$ cat config.mk
export PLATFORM = sky130hd
export DESIGN_NAME = sevenseg_chain
export DESIGN_NICKNAME = d
export VERILOG_FILES = /design/src/rtl/sevenseg_pkg.sv /design/src/rtl/sevenseg_ctrl.sv /design/src/rtl/sevenseg_datapath.sv /design/src/rtl/sevenseg_digit.sv /design/src/rtl/sevenseg_chain.sv
export SDC_FILE = /design/constraint.sdc
export NUM_CORES = 1
export LEC_CHECK = 0
export CAP_MARGIN = 40
export CORE_MARGIN = 2
export CORE_UTILIZATION = 42
export DETAILED_ROUTE_END_ITERATION = 10
export PLACE_DENSITY = 0.95
export SLEW_MARGIN = 15
export SYNTH_ARGS = -nofsm -noshare
export SYNTH_HDL_FRONTEND = slang
export SYNTH_HIERARCHICAL = 1
export SYNTH_SLANG_ARGS = --single-unit
$ cat constraint.sdc
create_clock -name vclk -period 3.5
set_clock_uncertainty 0.2 [all_clocks]
set_input_delay 1.05 -clock vclk [all_inputs]
set_output_delay 1.05 -clock vclk [all_outputs]
set_load 0.03 [all_outputs]
$ cat src/rtl/sevenseg_pkg.sv
`timescale 1ns/1ps
package sevenseg_pkg;

  localparam int SEG_W = 7;
  localparam int BCD_W = 4;

  // control-to-datapath strobes for one digit
  typedef struct packed {
    logic forceOff;   // all segments dark
    logic forceOn;    // all segments lit
    logic suppress;   // zero blanked by the ripple chain
  } segStrobe_t;

  // active-high pattern, bit0 = a ... bit6 = g
  function automatic logic [SEG_W-1:0] glyphOf(input logic [BCD_W-1:0] v);
    logic [SEG_W-1:0] p;
    case (v)
      4'd0:    p = 7'h3F;
      4'd1:    p = 7'h06;
      4'd2:    p = 7'h5B;
      4'd3:    p = 7'h4F;
      4'd4:    p = 7'h66;
      4'd5:    p = 7'h6D;
      4'd6:    p = 7'h7D;
      4'd7:    p = 7'h07;
      4'd8:    p = 7'h7F;
      4'd9:    p = 7'h6F;
      default: p = 7'h40;  // out-of-range code: middle bar only
    endcase
    return p;
  endfunction

endpackage

$ cat src/rtl/sevenseg_ctrl.sv
`timescale 1ns/1ps
module sevenseg_ctrl
  import sevenseg_pkg::*;
(
  input  logic             isZero,
  input  logic             lampTest_n,
  input  logic             blankIn_n,
  input  logic             rippleIn_n,
  output segStrobe_t       strobe,
  output logic             rippleOut_n
);

  logic zeroChained;

  always_comb begin
    zeroChained      = isZero && !rippleIn_n;
    strobe.forceOff  = !blankIn_n;
    strobe.forceOn   = blankIn_n && !lampTest_n;
    strobe.suppress  = blankIn_n && lampTest_n && zeroChained;
    rippleOut_n      = !zeroChained;
  end

  always_comb begin
    AST_STROBE_EXCLUSIVE: assert ($countones({strobe.forceOff, strobe.forceOn, strobe.suppress}) <= 1);
  end

endmodule

$ cat src/rtl/sevenseg_datapath.sv
`timescale 1ns/1ps
module sevenseg_datapath
  import sevenseg_pkg::*;
(
  input  logic [BCD_W-1:0] bcd,
  input  segStrobe_t       strobe,
  output logic             isZero,
  output logic [SEG_W-1:0] segN
);

  logic [SEG_W-1:0] litMask;

  always_comb begin
    isZero = (bcd == '0);
    if (strobe.forceOff || strobe.suppress) begin
      litMask = '0;
    end else if (strobe.forceOn) begin
      litMask = '1;
    end else begin
      litMask = glyphOf(bcd);
    end
    segN = ~litMask;
  end

endmodule

$ cat src/rtl/sevenseg_digit.sv
`timescale 1ns/1ps
module sevenseg_digit
  import sevenseg_pkg::*;
(
  input  logic [BCD_W-1:0] bcd,
  input  logic             lampTest_n,
  input  logic             blankIn_n,
  input  logic             rippleIn_n,
  output logic [SEG_W-1:0] segN,
  output logic             rippleOut_n
);

  segStrobe_t strobe;
  logic       isZero;

  sevenseg_ctrl ctrl_i (
    .isZero      (isZero),
    .lampTest_n  (lampTest_n),
    .blankIn_n   (blankIn_n),
    .rippleIn_n  (rippleIn_n),
    .strobe      (strobe),
    .rippleOut_n (rippleOut_n)
  );

  sevenseg_datapath dp_i (
    .bcd    (bcd),
    .strobe (strobe),
    .isZero (isZero),
    .segN   (segN)
  );

  always_comb begin
    if (!blankIn_n)
      AST_BLANK_DARK: assert (segN == '1);
    if (blankIn_n && !lampTest_n)
      AST_LAMP_ALL_LIT: assert (segN == '0);
    if (!rippleOut_n)
      AST_RIPPLE_ONLY_ZERO: assert (bcd == '0 && !rippleIn_n);
    if (!rippleOut_n && blankIn_n && lampTest_n)
      AST_SUPPRESSED_DARK: assert (segN == '1);
    if (bcd > 4'd9 && blankIn_n && lampTest_n)
      AST_BAD_CODE_DASH: assert (segN == 7'h3F);
  end

endmodule

$ cat src/rtl/sevenseg_chain.sv
`timescale 1ns/1ps
module sevenseg_chain
  import sevenseg_pkg::*;
#(
  parameter int DIGITS         = 4,
  parameter bit KEEP_LAST_ZERO = 1'b1
) (
  input  logic [BCD_W*DIGITS-1:0] bcdIn,
  input  logic [DIGITS-1:0]       blankIn_n,
  input  logic                    lampTest_n,
  input  logic                    leadBlank_n,
  output logic [SEG_W*DIGITS-1:0] segN,
  output logic [DIGITS-1:0]       rippleOut_n
);

  localparam int MSD = DIGITS - 1;

  logic [DIGITS-1:0] rippleIn_n;

  for (genvar k = 0; k < DIGITS; k++) begin : g_digit
    if (k == 0 && KEEP_LAST_ZERO) begin : g_keep
      assign rippleIn_n[k] = 1'b1;
    end else if (k == MSD) begin : g_lead
      assign rippleIn_n[k] = leadBlank_n;
    end else begin : g_link
      assign rippleIn_n[k] = rippleOut_n[k+1];
    end

    sevenseg_digit digit_i (
      .bcd         (bcdIn[BCD_W*k +: BCD_W]),
      .lampTest_n  (lampTest_n),
      .blankIn_n   (blankIn_n[k]),
      .rippleIn_n  (rippleIn_n[k]),
      .segN        (segN[SEG_W*k +: SEG_W]),
      .rippleOut_n (rippleOut_n[k])
    );

    if (k < MSD) begin : g_chk
      always_comb begin
        if (rippleOut_n[k+1] && bcdIn[BCD_W*k +: BCD_W] == '0 && blankIn_n[k] && lampTest_n)
          AST_EMBEDDED_ZERO_LIT: assert (segN[SEG_W*k +: SEG_W] == 7'h40);
      end
    end
  end

endmodule

After elaboration in Yosys (flattened, before gate mapping). Memories as Yosys holds them, arrays and structs flattened. Cells that the tools add are included.

Output and inout bits: 32. Memory bits (read-only): 448. Register bits: 0. Memories: 4.

Memories: (no name shown) (depth 16, bits a word 7, rd ports 1, clocked after Yosys merged registers in 0, write ports 0, line sevenseg_pkg.sv:17) `case (v)`; (no name shown) (depth 16, bits a word 7, rd ports 1, clocked after Yosys merged registers in 0, write ports 0, line sevenseg_pkg.sv:17); (no name shown) (depth 16, bits a word 7, rd ports 1, clocked after Yosys merged registers in 0, write ports 0, line sevenseg_pkg.sv:17); (no name shown) (depth 16, bits a word 7, rd ports 1, clocked after Yosys merged registers in 0, write ports 0, line sevenseg_pkg.sv:17).

Multiplexer cells: 8. Bitwise logic cells: 4. Reductions and logical operators: 27.

Operators by type and width (number): 7-bit 2-to-1 mux (8); 7-bit NOT (4); 1-bit logical AND (13); 4-bit logical NOT (3); 1-bit logical NOT (8); 1-bit logical OR (3).

Logic depth before layout (Yosys ltp). Gate-level depths: netlist (run 1).

Word-level depth: 8. Gate-level depth with buffers: 9. Mapped depth without buffers: 9.

Modules after synthesis. The synthesis (run 1) kept the hierarchy.

By module, submodules not included: sevenseg_datapath (times used 4, area each 229.0 um^2, cells each 34); sevenseg_ctrl (times used 4, area each 26.3 um^2, cells each 4); sevenseg_chain (times used 1, area each 3.8 um^2, cells each 1).

Worst setup path before layout (run 1). Ideal clock, no wire load.

Kind: input to output. Start point: input port bcdIn[12]. End point: output port segN[11]. Stages: 9. Path buffers: 0. Arrival time: 2.926 ns. Required time: 2.250 ns. Setup slack: -0.676 ns. Cells stage by stage: inv_1 -> ha_1 -> inv_1 -> nor3_1 -> nand2b_1 -> nand2b_1 -> and4b_1 -> nor2_1 -> o21ai_0.

RTL lines: from (decl) (line sevenseg_chain.sv:8) `input logic [BCD_W*DIGITS-1:0] bcdIn,`; to (decl) (line sevenseg_chain.sv:12) `output logic [SEG_W*DIGITS-1:0] segN,`.

==> key figures, run 1 <==
Run status
  – Status: complete, but fails checks
  – Failing checks: negative setup slack

Global routing
  – Total track usage: about 34%
  – Number of global-route vias before repair: between 1500 and 2000
  – Total gr overflow: 0
  – Global-route wire length before repair: a little under 7000 um
  – Initial antenna violation count: 0
  – Largest net degree at the start of global routing: 11

Finish
  – Share of cells above drive strength 1: about three fifths
  – Area grow syn2layout: 114%
  – Fin area: about 0.0022 mm^2
  – Multi-input logic area: 0.00120 mm^2
  – FF/Latch Area: 0 um^2
  – FFs & Latches: 0
  – Core Util, Final: a little over nine tenths
  – Filler Cell Count: 34
  – Clock Buffer Count: 0
  – Post-Layout Cell Count: approximately 270
  – N_diodes: 0
  – Final #Nets: around 290

Power
  – Power Dens Cells: 158 mW/mm^2
  – Max IR drop VDD: between 100 and 150 uV
  – Lkg Pwr: roughly 1.1 nW

Floorplan
  – Core footprint: 0.00225 mm^2
  – Die W: between 50 and 60 um
  – Num ports: 54
  – Die height: between 50 and 60 um
  – Row count: 17
  – Initial Util: roughly 45%
  – Die area: 0.00285 mm^2

STA
  – Fin. max-slew vios: 0
  – Hold Fails Final Rpt: 0
  – FMAX: around 0.26 GHz
  – Final worst path period share: 110%
  – Final WS setup: -0.359 ns
  – Period minus WS final: 3.86 ns
  – Setup violators final: 24
  – RSZ-0062 raised after global routing: true
  – Hold WS: 2.47 ns

Worst hold path
  – Tightest Hold Check Type: primary input to output port

Yosys
  – Dominant cell type by area after synthesis: ha_1
  – Syn avg cell area: between 6 and 7 um^2
  – Synth area leaders: ha_1 (29%), o21ai_1 (9.8%), inv_1 (8.8%)
  – Compound-Gate Fraction of Synth Area: between 30% and 40%
  – Largest family of logic cells by synthesized area: compound AO/OA/AOI/OAI gates
  – Multiplexer area fraction after synthesis: 0%
  – Mapped Cells: 153
  – Most frequent cells after synthesis: ha_1 (24), inv_1 (24), o21ai_1 (20), a21oi_1 (12)
  – Ys Warns: 6
  – Synthesized cell area: ~0.0010 mm^2
  – Yosys top cell area share: just under 30%
  – Synth Area in XOR/XNOR: 0%
  – Post-Synth Simple-Gate Area: roughly a quarter
  – Post-Synth Adder-Cell Area: roughly 29%
  – Seq/Total Area, Yosys: 0%
  – Synth cell types: 19

Placed design
  – Dpl hpwl: 3200 um
  – Area after DPL: around 0.0019 mm^2
  – Pre-CTS WS: -0.819 ns
  – Cells after DPL: between 200 and 300
  – RePlAce Congestion: approximately 1
  – Port bufs: 53

Critical path
  – Worst Setup End Kind: output port
  – CP arrival: ~2.6 ns
  – CP max FO: 6
  – Crit-path slowest cell: and4b_1
  – WP data required: between 2 and 2.5 ns
  – Cell Chain, Critical Path: buf_12 > inv_12 > ha_4 > inv_4 > nor3_4 > nand2b_4 > nand2b_4 > and4b_1 > nor2_4 > buf_12 > o21ai_4 > buf_6
  – Worst Setup Start Kind: primary input
  – Crit Path Class: primary input to output port
  – Slowest stage delay, CP: around 0.34 ns

Flow run
  – Maxcap violations: 0

Detailed routing
  – Post-route DRC: 0
  – DR vias: about 1800
  – Initial DRT Pass Iterations: 5
  – Routed WL: just under 7000 um
  – Vias per inst: 6.64
  – Routed Antenna Nets: 0
  – Drt initial violations: 98
  – Drt wl/cell: about 25 um
-- metal layers --
metal	wire, um	GRT usage (%)	up-vias
met5	0	0	-
met4	854	11.5	0
met3	693	3.39	95
met2	3150	68.9	197
met1	2200	34.1	807
li1	-	-	707
-- per-stage QoR --
| stage | power (W) | setup TNS, ns |
|---|---|---|
| 2_1_floorplan | 0.000153 | -0.759 |
| 3_3_place_gp | 0.000259 | -16.37 |
| 3_5_place_dp | 0.000271 | -17.92 |
| 4_1_cts | 0.000291 | -2.65 |
| 5_1_grt | 0.000358 | -4.59 |
| 6_report | 0.000347 | -4.15 |
-- critical path: cells and delay by family --
family,cells,cell delay [ns]
buffers and inverters,5,0.52
AO/OA/AOI/OAI,1,0.07
adder cells (fa/ha/maj),1,0.14
AND/OR/NAND/NOR,5,0.83
-- layout by cell type, fill, tap and decap left out, types with 6 or more instances in the layout --
master         netlist  layout
o21ai_4              0       6
inv_2                0       8
a21oi_1             12      12
buf_4                0      58
inv_1               24      13
ha_4                 0       6
buf_6                4      15
ha_1                24      16
dlygate4sd2_1        0       9
o21ai_1             20      13
clkbuf_2             0       6
-- power by group --
part           switching (W)  internal (W)
clock                      0             0
combinational       0.000203      0.000144
sequential                 0             0
total               0.000203      0.000144
-- logic make-up after synthesis --
kind of cell | Yosys count
adders and majority gates | 24
buffers and inverters | 32
other | 1
and+or+nand+nor | 40
AOI/OAI and AO/OA | 56
-- final timing paths --
check	to	start	slack, ns	cells past startpoint
hold / removal	rippleOut_n[2]	bcdIn[11]	2.47	4
setup / recovery	segN[12]	bcdIn[13]	-0.36	12
-- what timing repair did --
item	in CTS	in global routing
endpoints found under the setup margin	31	23
hold endpoints to repair	0	0
gates resized for setup	81	45
setup buffers	4	9
hold buffers	0	0
pin swaps	12	14
-- layout make-up --
class | instances | share of cell area [%]
Multi-Input combinational cell | 122 | 54.7
Timing Repair Buffer | 98 | 38.4
Inverter | 24 | 5.35
Tap cell | 28 | 1.59
No activity file was read; power rests on OpenSTA's default activity.
==> run 2, diff against run 1 <==
--- a/config.mk
+++ b/config.mk
@@ -8,2 +8,3 @@
 export CAP_MARGIN = 40
+export CORE_ASPECT_RATIO = 0.8
 export CORE_MARGIN = 2
--- a/constraint.sdc
+++ b/constraint.sdc
@@ -4,2 +4,2 @@
 set_output_delay 1.05 -clock vclk [all_outputs]
-set_load 0.03 [all_outputs]
+set_load 0.02 [all_outputs]
==> run 2 against run 1 <==
The run now fails in global routing (5_1_grt). Synthesized cell count unchanged. Area after synthesis unchanged.
==> key figures, run 2 <==
Yosys
  – Synth area leaders: ha_1 (29%), o21ai_1 (9.8%), inv_1 (8.8%)
  – Ys Warns: 6
  – Synthesized cell area: roughly 0.001 mm^2
  – Mapped Cells: roughly 150
  – Dominant cell type by area after synthesis: ha_1
  – Most frequent cells after synthesis: ha_1 (24), inv_1 (24), o21ai_1 (20), a21oi_1 (12)
  – Seq/Total Area, Yosys: 0%
  – Yosys top cell area share: between 20% and 30%
  – Syn avg cell area: 6.70 um^2
  – Synth cell types: 19

Floorplan
  – Initial Util: between 40% and 50%
  – Num ports: 54
  – Die height: 48.2 um
  – Row count: 15
  – Die W: between 50 and 60 um

Placed design
  – Pre-CTS WS: -1.22 ns
  – Dpl hpwl: ~3000 um
  – RePlAce Congestion: 0.880
  – Port bufs: 53

Run status
  – Exit stage: global routing (5_1_grt)
  – Error that ended the run: [ERROR DPL-0038] Utilization greater than 100%, impossible to legalize
  – Status: aborted with a tool error

STA
  – Worst ep type: top-level output
  – Worst_ep grt: segN[13]

Global routing
  – Largest net degree at the start of global routing: 11
==> run 2: cell counts after synthesis <==
Identical to the previous run, type by type.
==> run 2: through the flow <==
| step | setup TNS [ns] | instances | hold WS, ns | area, um^2 |
|---|---|---|---|---|
| after floorplan | -1.13 | 154 | 2.12 | 1170 |
| after global placement | -26.91 | 257 | 3.05 | 1910 |
| after detailed placement | -29.30 | 257 | 3.07 | 1910 |
| after CTS | -2.44 | 268 | 2.52 | 2070 |
==> run 2: logic make-up after synthesis <==
kind of cell    after synthesis  synth area share, %
buf+inv                      32                 15.1
fa+ha+maj                    24                 29.3
simple gates                 40                 23.4
other cells                   1                0.366
compound gates               56                 31.7
==> run 2: what timing repair did <==
| item | 4_1_cts |
|---|---|
| endpoints found under the hold margin | 0 |
| gates resized for setup | 214 |
| gates cloned | 0 |
| setup endpoints to repair | 31 |
| pin swaps | 12 |
| hold buffers | 0 |
| setup buffers | 12 |
==> run 3, diff against run 2 <==
Settings changed: CORE_AREA set to 2 2 63 65, CORE_ASPECT_RATIO 0.8 to not set, CORE_MARGIN 2 to not set, CORE_UTILIZATION 42 to not set, DIE_AREA set to 0 0 65 67, PLACE_DENSITY 0.95 to not set, PLACE_DENSITY_LB_ADDON set to 0.15.
==> run 3 against run 2 <==
The flow now finishes, with violations (negative setup slack).
==> key figures, run 3 (synthesis results as in run 1) <==
Run status
  – Status: complete, but fails checks
  – Failing checks: negative setup slack

Global routing
  – Number of global-route vias before repair: roughly 1300
  – Total gr overflow: 0
  – Total track usage: between 10% and 20%
  – Initial antenna violation count: 0
  – Largest net degree at the start of global routing: 11
  – Global-route wire length before repair: between 5000 and 6000 um

Finish
  – Clock Buffer Count: 0
  – Final #Nets: 292
  – Area grow syn2layout: 108%
  – Core Util, Final: roughly three fifths
  – FFs & Latches: 0
  – N_diodes: 0
  – FF/Latch Area: 0 um^2
  – Share of cells above drive strength 1: about half
  – Most frequent cells in the layout: buf_4 (48), ha_1 (19), dlygate4sd2_1 (17)
  – Most common cell after layout, fill and taps aside: buf_4

STA
  – Setup violators final: 18
  – Final worst path period share: 105%
  – Hold WS: 2.39 ns
  – Hold Fails Final Rpt: 0
  – FMAX: between 0.2 and 0.3 GHz
  – Final WS setup: -0.179 ns
  – Fin. max-slew vios: 0
  – RSZ-0062 raised after global routing: true
  – Period minus WS final: between 3 and 4 ns

Placed design
  – Pre-CTS WS: -1.25 ns
  – RePlAce Congestion: 0.759
  – Port bufs: 53
  – Dpl hpwl: 2640 um

Critical path
  – Crit Path Class: primary input to output port
  – Cell Chain, Critical Path: buf_8 > inv_6 > ha_4 > inv_2 > nor3_2 > buf_4 > nand2b_4 > and4b_1 > nor2_4 > buf_6 > o31ai_4 > buf_6
  – CP max FO: 3
  – Slowest stage delay, CP: around 0.29 ns
  – Cell mode on critical path: buf_6
  – Worst Setup Start Kind: primary input
  – CP arrival: approximately 2.4 ns
  – Crit-path slowest cell: and4b_1
  – Worst Setup End Kind: output port
  – WP data required: roughly 2.3 ns

Floorplan
  – Row count: 22
  – Die W: between 60 and 70 um
  – Num ports: between 50 and 60
  – Core footprint: between 0.003 and 0.004 mm^2
  – Initial Util: ~28%
  – Die height: 67 um
  – Die area: between 0.004 and 0.005 mm^2

Detailed routing
  – DR vias: between 1000 and 1500
  – Vias per inst: ~4.6
  – Initial DRT Pass Iterations: 4
  – Routed Antenna Nets: 0
  – Post-route DRC: 0
  – Drt wl/cell: between 10 and 15 um
  – Drt initial violations: 50
  – Routed WL: between 3000 and 4000 um

Power
  – Max IR drop VDD: between 40 and 50 uV
  – Power Dens Cells: approximately 130 mW/mm^2
  – Lkg Pwr: between 1 and 1.5 nW

Clock network
  – CTS hold repair buffers: 0

Worst hold path
  – Tightest Hold Check Type: primary input to output port

Flow run
  – Maxcap violations: 0
## run 3: layer usage
| metal | part of all wire [%] | vias up | routed length [um] | global-route usage [%] |
|---|---|---|---|---|
| li1 | - | 706 | - | - |
| met1 | 40 | 614 | 1300 | 15.3 |
| met2 | 56 | 31 | 1840 | 33.4 |
| met3 | 4.4 | 0 | 145 | 1.01 |
| met4 | 0 | 0 | 0 | 0.532 |
| met5 | 0 | - | 0 | 0 |
## run 3: repair_timing
action / 4_1_cts / 5_1_grt
setup endpoints to repair: 31 / 25
setup buffers: 6 / 3
pin swaps: 11 / 6
gates resized for setup: 194 / 35
## run 3: where the power goes
part / total [W] / switching (W) / internal, W / leakage [nW]
clock network: 0 / 0 / 0 / 0
logic: 0.000267 / 0.000139 / 0.000129 / 1.04
registers: 0 / 0 / 0 / 0
## run 3: per-stage QoR
| step | TNS [ns] | std cells | power [W] | area (um^2) |
|---|---|---|---|---|
| final | -2.12 | 292 | 0.000267 | 2130 |
| after global placement | -27.48 | 284 | 0.000249 | 1970 |
| after detailed placement | -28.39 | 284 | 0.000253 | 1970 |
| after CTS | -3.51 | 289 | 0.000256 | 2050 |
| after global routing | -3.34 | 292 | 0.000289 | 2130 |
| after floorplan | -1.13 | 154 | 0.000131 | 1170 |
## run 3: final timing paths
kind	start	end	slack, ns	cells past startpoint
worst max-delay path	bcdIn[8]	segN[13]	-0.18	12
worst min-delay path	bcdIn[14]	segN[25]	2.39	4
## run 3: area by class of cell
| class | instances | area, um^2 |
|---|---|---|
| multi-input cells | 122 | 1110 |
| well taps | 48 | 60.1 |
| fillers | 329 | 1470 |
| inverters | 24 | 125 |
| repair buffers | 98 | 836 |
## run 3: critical path: cells and delay by family
kind	cells	cell delay, ns
compound gates	1	0.05
fa+ha+maj	1	0.13
buf+inv	6	0.61
simple gates	4	0.57
==> run 4, diff against run 3 <==
Settings changed: SYNTH_HIERARCHICAL 1 to not set.
==> run 4 against run 3 <==
The run still ends with negative setup slack left. Cell count down 4.8%. Clock-buffer cell count is the same. Area after synthesis decreased by 3.8%. Highest routed layer unchanged.
==> key figures, run 4 <==
Yosys
  – Seq/Total Area, Yosys: 0%
  – Mapped Cells: roughly 150
  – Yosys top cell area share: 29.2%
  – Syn avg cell area: approximately 6.6 um^2
  – Ys Warns: 0
  – Most frequent cells after synthesis: ha_1 (23), inv_1 (22), o21ai_0 (22), a21oi_1 (18), nand2b_1 (9)
  – Synthesized cell area: approximately 990 um^2
  – Dominant cell type by area after synthesis: ha_1
  – Synth cell types: 30
  – Syn_nets: about 190
  – Most frequent cell after synthesis: ha_1
  – Synth area leaders: ha_1 (29%), o21ai_0 (11%), a21oi_1 (9.1%)

Critical path
  – Cell Chain, Critical Path: clkdlybuf4s50_1 > a21boi_2 > a21bo_2 > buf_6
  – Worst Setup Start Kind: primary input
  – Crit Path Class: primary input to output port
  – CP max FO: 7
  – Worst Setup End Kind: output port
  – Crit-path slowest cell: clkdlybuf4s50_1
  – Slowest stage delay, CP: roughly 0.48 ns
  – Bufs and invs on worst path: 2
  – Crit path max-delay family: buffers and inverters
  – CP arrival: about 2.3 ns
  – WP data required: 2.25 ns

Global routing
  – Global-route wire length before repair: about 5400 um
  – Total track usage: between 10% and 20%
  – Largest net degree at the start of global routing: 10
  – Total gr overflow: 0
  – Number of global-route vias before repair: about 1200
  – Initial antenna violation count: 0

Floorplan
  – Die height: 67 um
  – Die area: about 0.0044 mm^2
  – Initial Util: a little over a quarter
  – Row count: 22
  – Core footprint: about 0.0036 mm^2
  – Num ports: between 50 and 60
  – Die W: 65 um

Run status
  – Status: complete, but fails checks
  – Failing checks: negative setup slack

Finish
  – Area grow syn2layout: 97.2%
  – Most frequent cells in the layout: buf_4 (47), ha_1 (19), a21oi_1 (15)
  – Fin area: slightly below 0.002 mm^2
  – Clock Buffer Count: 0
  – FF/Latch Area: 0 um^2
  – Share of cells above drive strength 1: a little over half
  – Core Util, Final: between 50% and 60%
  – N_diodes: 0
  – Most common cell after layout, fill and taps aside: buf_4
  – Post-Layout Cell Count: 278
  – Final #Nets: between 200 and 300
  – FFs & Latches: 0
  – Filler Cell Count: 357

STA
  – Final worst path period share: 100%
  – FMAX: roughly 0.29 GHz
  – Hold Fails Final Rpt: 0
  – Final WS setup: -0.00637 ns
  – Setup violators final: 1
  – Period minus WS final: about 3.5 ns
  – Fin. max-slew vios: 0
  – RSZ-0062 raised after global routing: true

Placed design
  – Port bufs: 53
  – Area after DPL: ~0.0018 mm^2
  – Dpl hpwl: between 2000 and 3000 um
  – Cells after DPL: 276
  – RePlAce Congestion: around 0.84

Power
  – Max IR drop VDD: around 54 uV
  – Lkg Pwr: 0.941 nW
  – Power Dens Cells: approximately 130 mW/mm^2

Clock network
  – CTS hold repair buffers: 0

Detailed routing
  – Drt initial violations: 15
  – Routed Antenna Nets: 0
  – Routed WL: around 3300 um
  – DR vias: 1291
  – Drt wl/cell: roughly 12 um
  – Vias per inst: about 4.6
  – Post-route DRC: 0
  – Initial DRT Pass Iterations: 4

Worst hold path
  – Tightest Hold Check Type: primary input to output port

Flow run
  – Maxcap violations: 0
run 4: cell families (layout without fill, tap and decap cells):
logic type,after synthesis,in the layout,share of synthesized area [%]
buf+inv,33,114,14.6
compound gates,58,58,34.9
fa+ha+maj,23,23,29.2
simple gates,34,34,20.9
other cells,1,1,0.380
run 4: path summary, 6_finish.rpt:
kind | cells after the start | from | end | slack, ns
worst max-delay path | 4 | blankIn_n[3] | segN[25] | -0.006
worst min-delay path | 4 | bcdIn[15] | segN[24] | 2.38
run 4: cell type report:
cell class / instances / area, um^2 / share of cell area [%]
timing repair buffer: 92 / 727 / 37.4
multi-input combinational: 116 / 1070 / 55.0
tap: 48 / 60.1 / 3.09
inverter: 22 / 87.6 / 4.50
run 4: tightest hold or removal path: stages:
cell and delay (ns):
buf_2 0.16, a21oi_2 0.05, o21ai_1 0.12, buf_4 0.15
run 4: repair_timing:
item                       CTS  global route
hold endpoints to repair     0             0
setup endpoints to repair   31            25
gates resized for setup    237            46
pin swaps                    9             7
buffers inserted             2             2
run 4: metrics by stage:
step                TNS (ns)  worst slack, ns  total power (W)  hold slack, ns
floorplan                  0           0.0359         0.000107            1.99
global placement      -21.39           -0.853         0.000226            3.11
detailed placement    -21.76           -0.860         0.000229            3.10
CTS                  -0.0753          -0.0130         0.000223            2.37
global route          -0.430          -0.0738         0.000269            2.40
finish              -0.00637         -0.00637         0.000249            2.38
run 4: power by group:
part           internal [W]  switching [W]
registers                 0              0
clock network             0              0
logic              0.000119       0.000129
total              0.000119       0.000129
run 4: per-layer routing:
| layer | share of wire, % | up-vias | global-route usage (%) |
|---|---|---|---|
| met5 | 0 | - | 0 |
| met2 | 52 | 30 | 29.6 |
| met4 | 0 | 0 | 0.266 |
| li1 | - | 666 | - |
| met3 | 2.8 | 0 | 0 |
| met1 | 46 | 595 | 18.9 |
